--- config.mk ---
export PLATFORM = sky130hd
export DESIGN_NAME = pgm_ptr_unit
export DESIGN_NICKNAME = d
export VERILOG_FILES = /design/src/rtl/pgm_ptr_unit.sv
export SDC_FILE = /design/constraint.sdc
export NUM_CORES = 2
export LEC_CHECK = 0
export BUFFER_PORTS_ARGS = -buffer_cell sky130_fd_sc_hd__buf_2
export CAP_MARGIN = 40
export CORE_MARGIN = 5
export CORE_UTILIZATION = 65
export DETAILED_ROUTE_END_ITERATION = 7
export HOLD_SLACK_MARGIN = 0.02
export PLACE_DENSITY_LB_ADDON = 0.12
export SLEW_MARGIN = 20
export SYNTH_ARGS = -nofsm -noshare
export SYNTH_HDL_FRONTEND = slang
export SYNTH_SLANG_ARGS = --single-unit
--- constraint.sdc ---
create_clock -name clk -period 6.26 [get_ports clk]
set_input_delay 0.626 -clock clk [delete_from_list [all_inputs] [get_ports clk]]
set_output_delay 0.626 -clock clk [all_outputs]
set_load 0.005 [all_outputs]
--- src/rtl/pgm_ptr_unit.sv ---
module pgm_ptr_unit #(
  parameter int DEPTH = 64
) (
  input  logic        clk,
  input  logic        rst_n,
  input  logic        op_valid,
  input  logic [1:0]  op_code,
  input  logic [15:0] wdata,
  input  logic        ptr_load,
  input  logic [15:0] ptr_din,
  output logic [7:0]  rd_byte,
  output logic        rd_valid,
  output logic [15:0] ptr_q,
  output logic        err
);
  localparam int AW = $clog2(DEPTH);
  localparam logic [1:0] OP_RD = 2'd0, OP_RDI = 2'd1, OP_ST = 2'd2;

  logic [15:0] mem [DEPTH];

  wire [AW-1:0] widx  = ptr_q[AW:1];
  wire          do_op = op_valid & ~ptr_load;
  wire          is_rd = do_op & ((op_code == OP_RD) | (op_code == OP_RDI));
  wire          is_st = do_op & (op_code == OP_ST);
  wire          st_ok = is_st & ~ptr_q[0];
  wire [15:0]   cur   = mem[widx];

  always_ff @(posedge clk or negedge rst_n) begin
    if (!rst_n) begin
      ptr_q    <= 16'h0000;
      rd_byte  <= 8'h00;
      rd_valid <= 1'b0;
      err      <= 1'b0;
    end else begin
      rd_valid <= is_rd;
      err      <= is_st & ptr_q[0];
      if (is_rd) rd_byte <= ptr_q[0] ? cur[15:8] : cur[7:0];
      if (ptr_load)                      ptr_q <= ptr_din;
      else if (is_rd && op_code == OP_RDI) ptr_q <= ptr_q + 16'd1;
      else if (st_ok)                      ptr_q <= ptr_q + 16'd2;
    end
  end

  always_ff @(posedge clk or negedge rst_n) begin
    if (!rst_n) begin
      for (int i = 0; i < DEPTH; i++) mem[i] <= 16'h0000;
    end else if (st_ok) begin
      mem[widx] <= wdata;
    end
  end

  p_step_one_r3: assert property (@(posedge clk) disable iff (!rst_n)
    (op_valid && !ptr_load && op_code == OP_RDI) |=> ptr_q == $past(ptr_q) + 16'd1);
  p_hold_r4: assert property (@(posedge clk) disable iff (!rst_n)
    (op_valid && !ptr_load && op_code == OP_RD) |=> $stable(ptr_q));
  p_step_two_r5: assert property (@(posedge clk) disable iff (!rst_n)
    (op_valid && !ptr_load && op_code == OP_ST && !ptr_q[0]) |=> ptr_q == $past(ptr_q) + 16'd2);
  p_refuse_r6: assert property (@(posedge clk) disable iff (!rst_n)
    (op_valid && !ptr_load && op_code == OP_ST && ptr_q[0]) |=> err && $stable(ptr_q));
  p_err_pulse_r6: assert property (@(posedge clk) disable iff (!rst_n)
    err |-> $past(op_valid && !ptr_load && op_code == OP_ST && ptr_q[0]));
  p_valid_r8: assert property (@(posedge clk) disable iff (!rst_n)
    !rd_valid |-> $stable(rd_byte));
  p_load_wins_r9: assert property (@(posedge clk) disable iff (!rst_n)
    ptr_load |=> ptr_q == $past(ptr_din) && !rd_valid && !err);
  p_reserved_r10: assert property (@(posedge clk) disable iff (!rst_n)
    (op_valid && !ptr_load && op_code == 2'd3) |=> $stable(ptr_q) && !rd_valid && !err);
endmodule

# --- After elaboration in Yosys (flattened, before gate mapping) ---
# Cells that the tools add are included.
totals:
  reg_bits: 1050
  wordCells: 97
  output_inout_bits: 26
classes:
  magnitude_cmp: 2
  add_sub_neg: 2
  bitwise_logic: 9
  n_reduce_logical: 4
  n_mux: 10
  n_eq_ne: 2
ops:
  columns: ["operator", "n"]
  rows:
  - ["1024-bit bitwise mux", 1]
  - ["16-bit binary-select mux with 6-bit select", 1]
  - ["16-bit demux with 6-bit select", 1]
  - ["16-bit 2-to-1 mux", 6]
  - ["16-bit by 1-bit adder with 16-bit output (second input constant)", 1]
  - ["16-bit by 2-bit adder with 16-bit output (second input constant)", 1]
  - ["8-bit 2-to-1 mux", 1]
  - ["7-bit greater-or-equal comparator (second input constant)", 1]
  - ["7-bit by 1-bit < comparator with 1-bit output (second input constant)", 1]
  - ["6-bit inverter with 7-bit output", 1]
  - ["1-bit bitwise AND", 5]
  - ["3-bit nonzero test", 1]
  - ["2-bit by 1-bit equality test with 1-bit output (second input constant)", 1]
  - ["2-bit equality test (second input constant)", 1]
  - ["1-bit logical AND", 2]
  - ["2-bit zero test", 1]
  - ["1-bit inverter", 2]
  - ["1-bit OR", 1]

# --- Depth between registers and ports, before layout ---
depth:
  depth_word: 7
  depth_mapped: 12

# --- Least setup slack after synthesis ---
# OpenSTA, ideal clock, no wires.
synth_timing:
  path_kind: "input-to-reg"
  from: "input port ptr_load"
  to: "register mem[133] (netlist bit)"
  setup_ns: 0.125
  arrival_time_ns: 2.399
  path_slack_ns: 3.736
  cell_stages: 8
  required_time_ns: 6.135
  path_buffers: 3
  cell_sequence: "clkbuf_1 -> nor4bb_1 -> and2b_1 -> buf_6 -> nand2_1 -> nor2_2 -> buf_4 -> mux2_2"
synth_via:
  elab_chain_len: 4
synth_lines:
  columns: ["element", "line_no", "text"]
  rows:
  - ["start: declaration", "9", "input logic ptr_load,"]
  - ["1-bit inverter", "22", "wire do_op = op_valid & ~ptr_load;"]
  - ["1-bit bitwise AND", "22", null]
  - ["1-bit bitwise AND", "24", "wire is_st = do_op & (op_code == OP_ST);"]
  - ["1-bit bitwise AND", "25", "wire st_ok = is_st & ~ptr_q[0];"]
  - ["end signal: indexed assignment", "48", "mem[widx] <= wdata;"]
  - ["end: declaration", "19", "logic [15:0] mem [DEPTH];"]
# Every way passes these cells.
# A chain may end at the register's enable or synchronous reset.

# --- Final worst setup path ---
layout_timing:
  from: "register ptr_q[3]"
  to: "register rd_byte[3]"
layout_via:
  elab_chain_len: 5
layout_lines:
  columns: ["element", "line_no", "text"]
  rows:
  - ["start: declaration", "13", "output logic [15:0] ptr_q,"]
  - ["start signal: assignment", "38", "if (ptr_load) ptr_q <= ptr_din;"]
  - ["start signal: assignment", "39", "else if (is_rd && op_code == OP_RDI) ptr_q <= ptr_q + 16'd1;"]
  - ["start signal: assignment", "40", "else if (st_ok) ptr_q <= ptr_q + 16'd2;"]
  - ["6-bit inverter with 7-bit output (implied by the code)", "26", "wire [15:0] cur = mem[widx];"]
  - ["16-bit binary-select mux with 6-bit select", "26", null]
  - ["16-bit 2-to-1 mux (implied by the code) (2 in a row)", "26", null]
  - ["8-bit 2-to-1 mux", "37", "if (is_rd) rd_byte <= ptr_q[0] ? cur[15:8] : cur[7:0];"]
  - ["end signal: assignment", "37", null]
  - ["end: declaration", "11", "output logic [7:0] rd_byte,"]
# Every way passes these cells. The select of a mux whose other input is x is not followed.

==> results.md <==
* Status: finished with violations
* Failing checks: DRC
* CTS tree: built
* Initial antenna violation count at 6
* Die ar. at ~80000 um2
* Most common cell in the netlist: dfrtp_1
* Port bufs at 63
* Netlist cell types at 77
* DRC errors left at 1
* Yosys reg bits at about 1100
* Slew @ Worst Pin at roughly 1.1 ns
* Layout Nets at around 3500
* Total GRT Usage at between 30 and 40%
* Mean area per synthesized cell at between 10 and 15 um2
* Synth warnings at 0
* Fmax at roughly 260 MHz
* Mapped Area at 48400 um2
* Post-Synth XOR/XNOR Area at less than 1%
* Setup-failing EPs final at 0
* Clock Latency Late Sink at 0.68 ns
* Worst-path clk slew at 0.07 ns
* Lkg Pwr at roughly 26 nW
* Vias at roughly 32000
* Complex-gate fraction of the synthesized area at under 10%
* Design area at roughly 54000 um2
* Top cell type's share of synthesized area at a little over half
* RSZ-0062 raised after global routing: no
* Hold Crit Class: input pin to asynchronous set/reset pin
* Max H-tree Level at 3
* Post-synthesis simple-gate area fraction at under 10%
* Final period util at 62.6%
* Cts repair resizes at 0
* Vias per cell at a little over 7
* Starting Density at 65.2%
* CP max stage delay at approximately 0.90 ns
* Area of the multi-input gates at about 21000 um2
* Syn_nets at ~3500
* CP Data Required Time at about 7 ns
* IO Count at between 60 and 70
* Synth top cells by count: dfrtp_1, mux2_2, mux2i_1
* Final Power at around 15 mW
* Total grt overflow at 0
* Max clock buf depth at 3
* Std-Cell Rows at 100
* Critical path class: flop to flop
* Number of synthesized flops with an enable pin at 0
* Worst-path cell chain: buf_4 > and2_4 > a221oi_1 > o21ai_0 > a2111oi_0 > a31oi_1 > o31a_1
* Mux cell area share after synthesis at between 30% and 40%
* Critical path's slowest cell: dfrtp_4
* Num CTS Buffers at ~110
* Post-Route Skew at between 0.03 and 0.04 ns
* Synth top area cells: dfrtp_1, mux2_2, mux2i_1
* Area growth syn-to-layout at 10.8%
* Die W at between 200 and 300 um
* Largest family of logic cells by synthesized area: multiplexers
* Main synth FF type: dfrtp_1
* Worst EP arrival at between 4 and 5 ns
* Final min period at 3.92 ns
* Largest net degree at the start of global routing at about 180
* Final WL at between 100000 and 150000 um
* Routed len/inst at between 30 and 40 um
* Root Driver: clkbuf_16
* Number of nets with antenna violations after routing at 0
* CP Launch Type: flop
* Syn Inst Count at 3467
* Peak VDD IR at around 0.00025 V
* Pwr Density at around 290 nW/um2
* Reg area at between 20000 and 30000 um2
* Endpoint class of the critical path: flop
* # clock sinks at 1050
* Normalized max-slew margin at a little over a quarter
* Vias in the first global route at between 30000 and 40000
* Post-CTS Setup Inserts at 0
* Die Span Y at 283 um
* Core Box Area at 74200 um2
* Asr flop ratio synth at 100%
* Share of cells above drive strength 1 at a little under half
* First-pass GRT wire length at around 220000 um
* Post-CTS Hold Fix Bufs at 0
* Post-Synth Adder-Cell Area at 0.0517%
* Placed cell area at between 40000 and 50000 um2
* Final GP Congestion at roughly 0.96
* Crit path max fanout at 46
* Maxcap violations at 0
* Sequential cell area fraction in the yosys report at a little over half
* Hold Fails Final Rpt at 0
* Cell taking the most area after synthesis: dfrtp_1
* FILL cells at 4769
* Detailed placement HPWL at 91800 um
* DR iter-0 viols at 3292
* Router iterations before antenna repair at 8
* Final Slew Violations at 0
* Setup TNS at 0 ns
-- report_power, final --
| part | total [mW] | leakage [nW] | internal, mW | switching, mW |
|---|---|---|---|---|
| combinational | 1.59 | 9.41 | 0.521 | 1.07 |
| clock | 6.53 | 1.78 | 3.88 | 2.65 |
| sequential | 7.16 | 14.6 | 6.99 | 0.176 |
| total | 15.3 | 25.8 | 11.4 | 3.90 |
-- state kept, by name, summed over array words and instances (netlist names) --
register,cells
ptr_q,16
rd_byte,8
err,1
mem,1024
rd_valid,1
-- kinds of logic (layout without fill, tap and decap cells) --
logic type,Yosys count,after routing
AND/OR/NAND/NOR,324,324
other,0,3
AO/OA/AOI/OAI,438,438
flip-flops,1050,1050
buffers and inverters,328,397
multiplexers,1310,1310
adder cells (fa/ha/maj),2,2
XOR/XNOR,15,15
-- path summary, 6_finish.rpt --
kind                            start    endpoint  slack (ns)  depth (start not counted)
min reg2reg                  mem[683]    mem[683]        0.50                          1
min in group clk           ptr_din[0]    ptr_q[0]        0.17                          3
max                          ptr_q[3]  rd_byte[3]        2.34                          7
min                             rst_n    mem[113]        0.01                          1
max reg2reg                  ptr_q[3]  rd_byte[3]        2.34                          7
max in group asynchronous       rst_n    mem[411]        4.59                          2
-- final cells by class --
| class | instances | area share (%) |
|---|---|---|
| Clock buffer | 153 | 5.88 |
| Timing Repair Buffer | 204 | 3.67 |
| Antenna cell | 3 | 0.0140 |
| Inverter | 7 | 0.0490 |
| Clock inverter | 33 | 0.793 |
| Tap cell | 969 | 2.26 |
| Multi-Input combinational cell | 2089 | 38.3 |
| Sequential cell | 1050 | 49.0 |
-- cells in the final DEF (no fill, tap or decap), types with 61 or more instances in the layout --
master | Yosys | layout
mux2_2 | 1046 | 1046
clkbuf_16 | 0 | 109
o21ai_0 | 71 | 71
a221oi_1 | 118 | 118
dfrtp_1 | 1050 | 1047
mux2i_1 | 188 | 188
buf_4 | 49 | 61
mux4_2 | 72 | 72
buf_2 | 80 | 67
o22ai_1 | 76 | 76
nand2_1 | 84 | 83
-- metrics by stage --
step | setup slack [ns] | util, % | cells | hold slack, ns
after floorplan | 3.74 | - | 3467 | 0.330
after global placement | 2.21 | 66.0 | 4246 | 0.469
after detailed placement | 2.34 | 67.3 | 4311 | 0.490
after CTS | 2.35 | 72.1 | 4497 | 0.0677
after global routing | 2.40 | 72.3 | 4505 | 0.103
final | 2.34 | 72.3 | 4508 | 0.0117
-- critical path, delay by kind of cell, from the launching register on --
family | cells | cell delay (ns)
and+or+nand+nor | 1 | 0.79
buffers and inverters | 1 | 0.58
DFF | 1 | 0.90
AOI/OAI and AO/OA | 5 | 1.56
-- per-layer routing --
layer	vias to the layer above	part of all wire (%)	global-route usage, %
li1	12800	-	-
met1	16800	39	48.1
met2	1697	45	54.3
met3	508	9.8	10.1
met4	4	6.6	19.9
met5	-	0.019	0
(Power assumes the default switching activity.)
